===== config.mk =====
export PLATFORM = sky130hd
export DESIGN_NAME = mc_cmd_parser
export DESIGN_NICKNAME = d
export VERILOG_FILES = /design/src/rtl/mc_cmd_pkg.sv /design/src/rtl/mc_hdr_decode.sv /design/src/rtl/mc_param_store.sv /design/src/rtl/mc_seq_fsm.sv /design/src/rtl/mc_cmd_parser.sv
export SDC_FILE = /design/constraint.sdc
export NUM_CORES = 1
export LEC_CHECK = 0
export BUFFER_PORTS_ARGS = -buffer_cell sky130_fd_sc_hd__buf_2
export CORE_MARGIN = 2
export CORE_UTILIZATION = 48
export CTS_BUF_LIST = sky130_fd_sc_hd__clkbuf_16
export DETAILED_ROUTE_END_ITERATION = 6
export PLACE_DENSITY = 0.82
export SYNTH_ARGS = -nofsm -noshare
export SYNTH_HDL_FRONTEND = slang
export SYNTH_SLANG_ARGS = --single-unit

===== constraint.sdc =====
create_clock -name clk_i -period 1.8 [get_ports clk_i]
set_clock_uncertainty 0.05 [all_clocks]
set_input_delay 0.36 -clock clk_i [delete_from_list [all_inputs] [get_ports clk_i]]
set_output_delay 0.36 -clock clk_i [all_outputs]
set_load 0.02 [all_outputs]

===== src/rtl/mc_cmd_pkg.sv =====
package mc_cmd_pkg;
  localparam int BLK_W      = 6;
  localparam int MAX_PARAMS = 7;
  localparam int IDX_W      = $clog2(MAX_PARAMS);
  localparam int NUM_SLOTS  = 7;

  typedef enum logic [1:0] {
    MB_INTRA = 2'd0,
    MB_FWD   = 2'd1,
    MB_BWD   = 2'd2,
    MB_BI    = 2'd3
  } mb_mode_e;

  typedef enum logic [2:0] {
    SLOT_COL = 3'd0,
    SLOT_ROW = 3'd1,
    SLOT_FV  = 3'd2,
    SLOT_FH  = 3'd3,
    SLOT_BV  = 3'd4,
    SLOT_BH  = 3'd5,
    SLOT_PTR = 3'd6
  } slot_e;

  function automatic logic [IDX_W-1:0] param_count(mb_mode_e m);
    case (m)
      MB_INTRA: param_count = IDX_W'(3);
      MB_FWD,
      MB_BWD:   param_count = IDX_W'(5);
      default:  param_count = IDX_W'(7);
    endcase
  endfunction

  // destination field of parameter word idx (0 = first word after header)
  function automatic slot_e slot_of(mb_mode_e m, logic [IDX_W-1:0] idx);
    slot_e s;
    s = SLOT_PTR;
    if (idx == IDX_W'(0))      s = SLOT_COL;
    else if (idx == IDX_W'(1)) s = SLOT_ROW;
    else begin
      case (m)
        MB_FWD: begin
          if (idx == IDX_W'(2))      s = SLOT_FV;
          else if (idx == IDX_W'(3)) s = SLOT_FH;
        end
        MB_BWD: begin
          if (idx == IDX_W'(2))      s = SLOT_BV;
          else if (idx == IDX_W'(3)) s = SLOT_BH;
        end
        MB_BI: begin
          if (idx == IDX_W'(2))      s = SLOT_FV;
          else if (idx == IDX_W'(3)) s = SLOT_FH;
          else if (idx == IDX_W'(4)) s = SLOT_BV;
          else if (idx == IDX_W'(5)) s = SLOT_BH;
        end
        default: s = SLOT_PTR;
      endcase
    end
    return s;
  endfunction
endpackage


===== src/rtl/mc_hdr_decode.sv =====
module mc_hdr_decode
  import mc_cmd_pkg::*;
(
  input  logic [BLK_W-1:0] flags_i,
  input  logic [2:0]       mode_bits_i,
  output logic             is_end_o,
  output mb_mode_e         mode_o,
  output logic [BLK_W-1:0] blk_o,
  output logic [IDX_W-1:0] nparam_o
);
  assign is_end_o = mode_bits_i[2];
  assign mode_o   = mb_mode_e'(mode_bits_i[1:0]);
  assign blk_o    = flags_i;
  assign nparam_o = param_count(mb_mode_e'(mode_bits_i[1:0]));
endmodule


===== src/rtl/mc_param_store.sv =====
module mc_param_store
  import mc_cmd_pkg::*;
#(
  parameter int WORD_W = 32
) (
  input  logic                              clk_i,
  input  logic                              rst_ni,
  input  logic                              clear_i,
  input  logic                              wr_i,
  input  mb_mode_e                          mode_i,
  input  logic [IDX_W-1:0]                  idx_i,
  input  logic [WORD_W-1:0]                 data_i,
  output logic [NUM_SLOTS-1:0][WORD_W-1:0]  fields_o
);
  slot_e wr_slot;
  assign wr_slot = slot_of(mode_i, idx_i);

  for (genvar g = 0; g < NUM_SLOTS; g++) begin : g_slot
    always_ff @(posedge clk_i or negedge rst_ni) begin
      if (!rst_ni)                                     fields_o[g] <= '0;
      else if (clear_i)                                fields_o[g] <= '0;
      else if (wr_i && (wr_slot == slot_e'(3'(g))))    fields_o[g] <= data_i;
    end
  end

  AST_NO_WRITE_ON_CLEAR: assert property (@(posedge clk_i) disable iff (!rst_ni)
    !(clear_i && wr_i));
endmodule


===== src/rtl/mc_seq_fsm.sv =====
module mc_seq_fsm
  import mc_cmd_pkg::*;
(
  input  logic             clk_i,
  input  logic             rst_ni,
  input  logic             restart_i,
  input  logic             in_valid_i,
  input  logic             hdr_end_i,
  input  mb_mode_e         hdr_mode_i,
  input  logic [BLK_W-1:0] hdr_blk_i,
  input  logic [IDX_W-1:0] hdr_nparam_i,
  input  logic             out_ready_i,
  output logic             in_ready_o,
  output logic             out_valid_o,
  output logic             done_o,
  output logic             load_hdr_o,
  output logic             wr_param_o,
  output logic [IDX_W-1:0] idx_o,
  output mb_mode_e         mode_o,
  output logic [BLK_W-1:0] blk_o
);
  typedef enum logic [1:0] {ST_HDR, ST_PARAM, ST_OUT, ST_DONE} state_e;

  state_e           state_q;
  logic [IDX_W-1:0] idx_q, last_q;
  logic             accept;

  assign in_ready_o  = (state_q == ST_HDR) || (state_q == ST_PARAM);
  assign out_valid_o = (state_q == ST_OUT);
  assign done_o      = (state_q == ST_DONE);
  assign accept      = in_valid_i && in_ready_o;
  assign load_hdr_o  = accept && (state_q == ST_HDR) && !hdr_end_i;
  assign wr_param_o  = accept && (state_q == ST_PARAM);
  assign idx_o       = idx_q;

  always_ff @(posedge clk_i or negedge rst_ni) begin
    if (!rst_ni) begin
      state_q <= ST_HDR;
      idx_q   <= '0;
      last_q  <= '0;
      mode_o  <= MB_INTRA;
      blk_o   <= '0;
    end else begin
      case (state_q)
        ST_HDR: if (accept) begin
          if (hdr_end_i) state_q <= ST_DONE;
          else begin
            state_q <= ST_PARAM;
            idx_q   <= '0;
            last_q  <= hdr_nparam_i - IDX_W'(1);
            mode_o  <= hdr_mode_i;
            blk_o   <= hdr_blk_i;
          end
        end
        ST_PARAM: if (accept) begin
          if (idx_q == last_q) state_q <= ST_OUT;
          else                 idx_q   <= idx_q + IDX_W'(1);
        end
        ST_OUT:  if (out_ready_i) state_q <= ST_HDR;
        ST_DONE: if (restart_i)   state_q <= ST_HDR;
        default: state_q <= ST_HDR;
      endcase
    end
  end

  AST_IDX_BOUND: assert property (@(posedge clk_i) disable iff (!rst_ni)
    (state_q == ST_PARAM) |-> (idx_q <= last_q));
  AST_DONE_QUIET: assert property (@(posedge clk_i) disable iff (!rst_ni)
    done_o |-> (!in_ready_o && !out_valid_o));
  AST_DONE_STAYS: assert property (@(posedge clk_i) disable iff (!rst_ni)
    (done_o && !restart_i) |=> done_o);
  AST_HOLD_VALID: assert property (@(posedge clk_i) disable iff (!rst_ni)
    (out_valid_o && !out_ready_i) |=> out_valid_o);
  AST_IN_OUT_EXCL: assert property (@(posedge clk_i) disable iff (!rst_ni)
    !(in_ready_o && out_valid_o));
  AST_ONE_SHOT: assert property (@(posedge clk_i) disable iff (!rst_ni)
    (out_valid_o && out_ready_i) |=> !out_valid_o);
  AST_END_NO_DESC: assert property (@(posedge clk_i) disable iff (!rst_ni)
    (in_ready_o && !out_valid_o && in_valid_i && hdr_end_i && (idx_q == idx_q) && !wr_param_o)
      |=> (done_o && !out_valid_o));
endmodule


===== src/rtl/mc_cmd_parser.sv =====
module mc_cmd_parser
  import mc_cmd_pkg::*;
#(
  parameter int WORD_W = 32
) (
  input  logic              clk_i,
  input  logic              rst_ni,
  input  logic              restart_i,
  input  logic              in_valid_i,
  input  logic [WORD_W-1:0] in_data_i,
  output logic              in_ready_o,
  output logic              out_valid_o,
  input  logic              out_ready_i,
  output logic [1:0]        out_mode_o,
  output logic [BLK_W-1:0]  out_blk_o,
  output logic [WORD_W-1:0] out_col_o,
  output logic [WORD_W-1:0] out_row_o,
  output logic [WORD_W-1:0] out_fwd_v_o,
  output logic [WORD_W-1:0] out_fwd_h_o,
  output logic [WORD_W-1:0] out_bwd_v_o,
  output logic [WORD_W-1:0] out_bwd_h_o,
  output logic [WORD_W-1:0] out_bufptr_o,
  output logic              done_o
);
  logic                             hdr_end;
  mb_mode_e                         hdr_mode, cur_mode;
  logic [BLK_W-1:0]                 hdr_blk;
  logic [IDX_W-1:0]                 hdr_nparam, idx;
  logic                             load_hdr, wr_param;
  logic [NUM_SLOTS-1:0][WORD_W-1:0] fields;

  mc_hdr_decode u_dec (
    .flags_i    (in_data_i[WORD_W-1 -: BLK_W]),
    .mode_bits_i(in_data_i[2:0]),
    .is_end_o   (hdr_end),
    .mode_o     (hdr_mode),
    .blk_o      (hdr_blk),
    .nparam_o   (hdr_nparam)
  );

  mc_seq_fsm u_fsm (
    .clk_i       (clk_i),
    .rst_ni      (rst_ni),
    .restart_i   (restart_i),
    .in_valid_i  (in_valid_i),
    .hdr_end_i   (hdr_end),
    .hdr_mode_i  (hdr_mode),
    .hdr_blk_i   (hdr_blk),
    .hdr_nparam_i(hdr_nparam),
    .out_ready_i (out_ready_i),
    .in_ready_o  (in_ready_o),
    .out_valid_o (out_valid_o),
    .done_o      (done_o),
    .load_hdr_o  (load_hdr),
    .wr_param_o  (wr_param),
    .idx_o       (idx),
    .mode_o      (cur_mode),
    .blk_o       (out_blk_o)
  );

  mc_param_store #(.WORD_W(WORD_W)) u_store (
    .clk_i   (clk_i),
    .rst_ni  (rst_ni),
    .clear_i (load_hdr),
    .wr_i    (wr_param),
    .mode_i  (cur_mode),
    .idx_i   (idx),
    .data_i  (in_data_i),
    .fields_o(fields)
  );

  assign out_mode_o   = cur_mode;
  assign out_col_o    = fields[SLOT_COL];
  assign out_row_o    = fields[SLOT_ROW];
  assign out_fwd_v_o  = fields[SLOT_FV];
  assign out_fwd_h_o  = fields[SLOT_FH];
  assign out_bwd_v_o  = fields[SLOT_BV];
  assign out_bwd_h_o  = fields[SLOT_BH];
  assign out_bufptr_o = fields[SLOT_PTR];

  AST_DESC_STABLE: assert property (@(posedge clk_i) disable iff (!rst_ni)
    (out_valid_o && !out_ready_i) |=> ($stable(out_col_o) && $stable(out_row_o) &&
      $stable(out_fwd_v_o) && $stable(out_fwd_h_o) && $stable(out_bwd_v_o) &&
      $stable(out_bwd_h_o) && $stable(out_bufptr_o) && $stable(out_mode_o) &&
      $stable(out_blk_o)));
  AST_INTRA_ZERO: assert property (@(posedge clk_i) disable iff (!rst_ni)
    (out_valid_o && out_mode_o == 2'd0) |->
      (out_fwd_v_o == '0 && out_fwd_h_o == '0 && out_bwd_v_o == '0 && out_bwd_h_o == '0));
  AST_FWD_ZERO: assert property (@(posedge clk_i) disable iff (!rst_ni)
    (out_valid_o && out_mode_o == 2'd1) |-> (out_bwd_v_o == '0 && out_bwd_h_o == '0));
  AST_BWD_ZERO: assert property (@(posedge clk_i) disable iff (!rst_ni)
    (out_valid_o && out_mode_o == 2'd2) |-> (out_fwd_v_o == '0 && out_fwd_h_o == '0));
  AST_IDLE_HOLD: assert property (@(posedge clk_i) disable iff (!rst_ni)
    (in_ready_o && !in_valid_i && !out_valid_o) |=> ($stable(out_col_o) && $stable(out_bufptr_o)));
endmodule


After elaboration in Yosys (flattened, before gate mapping):

Index checks and enable logic that the tools add are counted.

* reductions and logical operators: 29
* multiplexer cells: 38
* add/sub/neg operators: 2
* equal/unequal tests: 27
* bitwise gates (word level): 1

Operators by type and width (number)
* $mux 32: 14
* $mux 3: 12
* $mux 2: 8
* $reduce_bool 2->1: 8
* $eq 3x3->1 const B: 5
* $eq 3x2->1 const B: 4
* $pmux 3 s2: 2
* $logic_and 1x1->1: 11
* $eq 2x2->1 const B: 5
* $reduce_and 5->1: 2
* $pmux 3 s3: 1
* $ne 2x2->1 const B: 4
* $pmux 2 s4: 1
* $eq 2x1->1 const B: 3
* $eq 3x1->1 const B: 2
* $logic_not 3->1: 2
* $ne 2x1->1 const B: 3
* $logic_not 2->1: 2
* $add 3x1->3 const B: 1
* $eq 3x3->1: 1
* $reduce_and 3->1: 1
* $sub 3x1->3 const B: 1
* $reduce_or 2->1: 1
* $logic_not 1->1: 1
* 2 further kinds: 2

* word-level logic and storage cells: 109
* input port bits: 37
* flip-flop bits (word level): 240

Longest topological paths before layout:

* word-level depth: 12
* depth in mapped cells: 9
* depth with buffers taken out: 6

By module:

A second synthesis with hierarchy kept.

* cell total of the unflattened synthesis: 1033
* area, all modules: 10531.4 µm²

Modules (own cells, without submodules)
* mc_param_store: area each 9631.7 µm², instances 1, cells an instance 930, seq. area each 5605.4 µm²
* mc_seq_fsm: area each 793.3 µm², instances 1, cells an instance 87, seq. area each 400.4 µm²
* mc_hdr_decode: area each 106.4 µm², instances 1, cells an instance 16, seq. area each 0.0 µm²

Least setup slack after synthesis:

No wires, ideal clock.

* kind: reg-to-reg
* start point: register u_fsm.idx_q[0], in the netlist u_fsm.idx_o[0]
* end point: register u_store.fields_o[129] in the netlist's numbering
* data arrival time: 1810 ps
* data required time: 1671 ps
* buffers on the path: 1
* stages on the path, launching flop included: 7
* library setup time: 79 ps
* slack: -140 ps
* cells stage by stage: dfrtp_1 ha_1 ha_1 o211a_1 o211ai_2 buf_6 mux2i_1

* word-level cells in the longest chain between the ends: 11
* elaborated cells between the ends (all ways): 20
* those cells by class: eq/ne (6); mux (11); reduce/logical (3)

Ends and longest elaborated chain
* from (decl): RTL line mc_seq_fsm.sv:25 `logic [IDX_W-1:0] idx_q, last_q;`
* from (signal assigned): RTL line mc_seq_fsm.sv:57 `else idx_q <= idx_q + IDX_W'(1);`
* $eq 3x3->1: RTL line mc_cmd_pkg.sv:53 `else if (idx == IDX_W'(5)) s = SLOT_BH;`
* $mux 2: RTL line mc_cmd_pkg.sv:53
* $mux 3: RTL line mc_cmd_pkg.sv:52 `else if (idx == IDX_W'(4)) s = SLOT_BV;`
* $mux 3: RTL line mc_cmd_pkg.sv:51 `else if (idx == IDX_W'(3)) s = SLOT_FH;`
* $mux 3: RTL line mc_cmd_pkg.sv:50 `if (idx == IDX_W'(2)) s = SLOT_FV;`
* $pmux 3 s3: RTL line mc_cmd_pkg.sv:40 `case (m)`
* $mux 3: RTL line mc_cmd_pkg.sv:38 `else if (idx == IDX_W'(1)) s = SLOT_ROW;`
* $mux 3 (*): RTL line mc_cmd_pkg.sv:37 `if (idx == IDX_W'(0)) s = SLOT_COL;`
* $eq 3x3->1 (*): RTL line mc_param_store.sv:22 `else if (wr_i && (wr_slot == slot_e'(3'(g)))) fields_o[g] <= data_i;`
* $logic_and 1x1->1 (*): RTL line mc_param_store.sv:22
* $reduce_bool 2->1 (no source line) (*)
* to (signal, indexed assignment): RTL line mc_param_store.sv:22
* to (decl): RTL line mc_param_store.sv:13 `output logic [NUM_SLOTS-1:0][WORD_W-1:0] fields_o`

Every way passes the cells marked *; elsewhere a longest branch is shown, timed or not.
A chain may end at the register's enable or synchronous reset.

Worst setup path in the final report:

* start point: register u_fsm.idx_q[0], in the netlist u_fsm.idx_o[0]
* end point: register u_store.fields_o[202] in the netlist's numbering

The elaborated chain is that of the path after synthesis.

==> results.ini <==
[power]
power_density_nw_per_um2=1650
max-vdd-ir-drop_mv=1.09
p_total_mw=22.9
p_leak_nw=7.31

[finish]
drive_gt1_share_pct=35.5
layout-area-overhead-vs-synth_pct=36.1
final_cell_mix=270 x buf_2, 263 x nand2_1, 236 x dfrtp_1
antenna_cells=0
stdcell_area_um2=13900
fin_nets=1354
fill_cells=1518
mostFrequentLayoutCell=buf_2
fin_cells=1604

[logic_synthesis]
synthDistinctLibCells=42
ys.warnings.count=0
syn-num-nets=1059
synth_area_um2=10200
synth_seq_cells=239
postSynthAreaPerCell_um2=10.1
ys_seq_area_share_pct=58.5
syn_inst=1016

[drt]
vias=9199
top_layer=met4
drtIter0Drc=659
wl_um=34100
postRouteAntennaNets=0
remaining_drc_errors=0
wl_met1_um=13700
drt_pass1_iterations=5
routedWlPerCell_um=21.3
routed-wl-met2_um=15900
viasPerCell=5.74
met3_wirelength_um=3180

[timing]
finalCriticalPeriod_ps=2090
tns_ps=-34420
max_freq_mhz=478
finalSetupViolations=192
fin_ws_ps=-294
worst_slew_pin_slew_ps=395
relSlewSlack_pct=73.7
slew_viol_final=0
hold_viol_final=0
grt_setup_unrepaired=yes
period_share_pct=116

[grt]
globalRouteTotalUtil_pct=28.5
antenna_found_initial=0
grt_pass1_wl_um=50200
grt_max_degree=73
grt-ovfl-total=0
grt_pass1_vias=8946

[setup_path]
worst-path-max-fanout=9
crit_arrival_ps=2470
start_kind=flop
crit_type=reg2reg
cp.required_ps=2180
rr_worst_depth=7
end_kind=flop

[floorplanning]
die_y_um=150
dieArea_um2=22500
rows=53
die_w_um=150
core-area_um2=21000
io_pins=272
start_util_pct=48.8

[placed_design]
place_hpwl_um=21200
portBuffers=271
postPlaceCellArea_um2=12200
dp.cells=1535
gp_congestion=0.890
preCtsSetupSlack_ps=-183

[run_status]
status=complete, but fails checks
violations=setup timing

[run]
cap_viol_max_count=0

[clocking]
cts.sinks=239
cts_made_buffers=26
cts_tree=done
cts-root-buf=clkbuf_16
clockBufferDepth=3
worst_skew_pair.late_latency_ps=520
path_clk_slew_ps=60
htreeDepth=1

[worst_hold_path]
hold_depth=4
min_path_type=in2reg

==> worst max-delay path, cell delays in order, from the launching register on <==
cell	delay, ps
dfrtp_2	460
inv_4	70
ha_4	180
o211a_1	260
o31ai_2	250
and3_4	300
buf_12	160
mux2i_1	250
==> final cells by class <==
type	instances	area [µm²]	area share [%]
inverters	16	65.1	0.467
clock inverters	19	140	1.01
multi-input cells	677	4240	30.4
repair buffers	351	2470	17.8
well taps	275	344	2.47
clock buffers	27	676	4.85
flip-flops and latches	239	5980	43.0
==> report_power, final <==
group / leakage, nW / internal, mW / switching [mW] / total [mW]
sequential: 3.23 / 7.11 / 1.04 / 8.15
combinational: 3.67 / 3.42 / 6.26 / 9.67
clock: 0.407 / 2.98 / 2.15 / 5.12
total: 7.31 / 13.5 / 9.44 / 22.9
==> per-stage QoR <==
| stage | hold WS, ps | utilization, % |
|---|---|---|
| 5_1_grt | 76.3 | 66.4 |
| 2_1_floorplan | 14.4 | - |
| 3_5_place_dp | 146 | 58.1 |
| 4_1_cts | 50.0 | 63.3 |
| 6_report | 57.3 | 66.4 |
| 3_3_place_gp | 147 | 58.1 |
==> repair_timing <==
action | in CTS | in global routing
hold buffers | 1 | 0
endpoints found under the hold margin | 239 | 0
pin swaps | 5 | 27
cloned | 4 | 8
resized for setup | 25 | 102
endpoints found under the setup margin | 192 | 195
buffers inserted | 6 | 5
==> state kept, by name, indices dropped and copies added, names as in the netlist <==
register,cells
u_fsm.last_q,2
u_fsm.blk_o,6
u_fsm.idx_o,3
u_fsm.state_q,2
u_fsm.mode_o,2
u_store.fields_o,224
==> layer usage <==
metal	GRT usage, %	up-vias
met3	5.76	118
li1	-	4024
met1	40.2	4551
met5	0	-
met2	43.7	506
met4	10.7	0
==> cells by family after synthesis <==
family / Yosys count / synth area share [%]
buffers and inverters: 100 / 5.27
XOR/XNOR: 2 / 0.171
flip-flops: 239 / 58.5
adder cells (fa/ha/maj): 6 / 0.734
AO/OA/AOI/OAI: 221 / 11.5
AND/OR/NAND/NOR: 352 / 14.4
multiplexers: 96 / 9.40
==> cells in the mapped netlist (all sizes together) <==
cell     number  area share (%)
nor2          3            0.11
and2          4            0.27
nand2       264             9.7
inv          16            0.59
a21boi        1           0.073
nor3          1           0.049
nor2b         2            0.15
nand3        68             3.3
o22a          1           0.086
xor2          2            0.17
and4bb        1            0.12
o2111ai       1           0.086
dfrtp       239              58
o2111a        1            0.11
nand2b        2            0.12
o211ai        4            0.39
nand4b        1           0.086
and3          1           0.061
o22ai         2            0.18
nand3b        1           0.073
clkbuf       25            0.95
o21ai        77             3.8
o21ba         1           0.098
nor3b         1            0.12
a21oi       127             6.2
buf          59             3.7
ha            6            0.73
o211a         2            0.20
and3b         1           0.086
nand4bb       1            0.11
and2b         1           0.073
mux2i        96             9.4
o21bai        1           0.073
o31ai         3            0.22
==> final timing paths <==
check | start | to | slack, ps
max in group asynchronous | rst_ni | u_store.fields_o[148] | 860
min in group asynchronous | rst_ni | u_store.fields_o[186] | 200
max | u_fsm.idx_o[0] | u_store.fields_o[202] | -290
min reg2reg | u_fsm.blk_o[2] | u_fsm.blk_o[2] | 410
min | restart_i | u_fsm.state_q[0] | 60
max reg2reg | u_fsm.idx_o[0] | u_store.fields_o[202] | -290
Note: power is estimated with default switching activity, not from simulation.
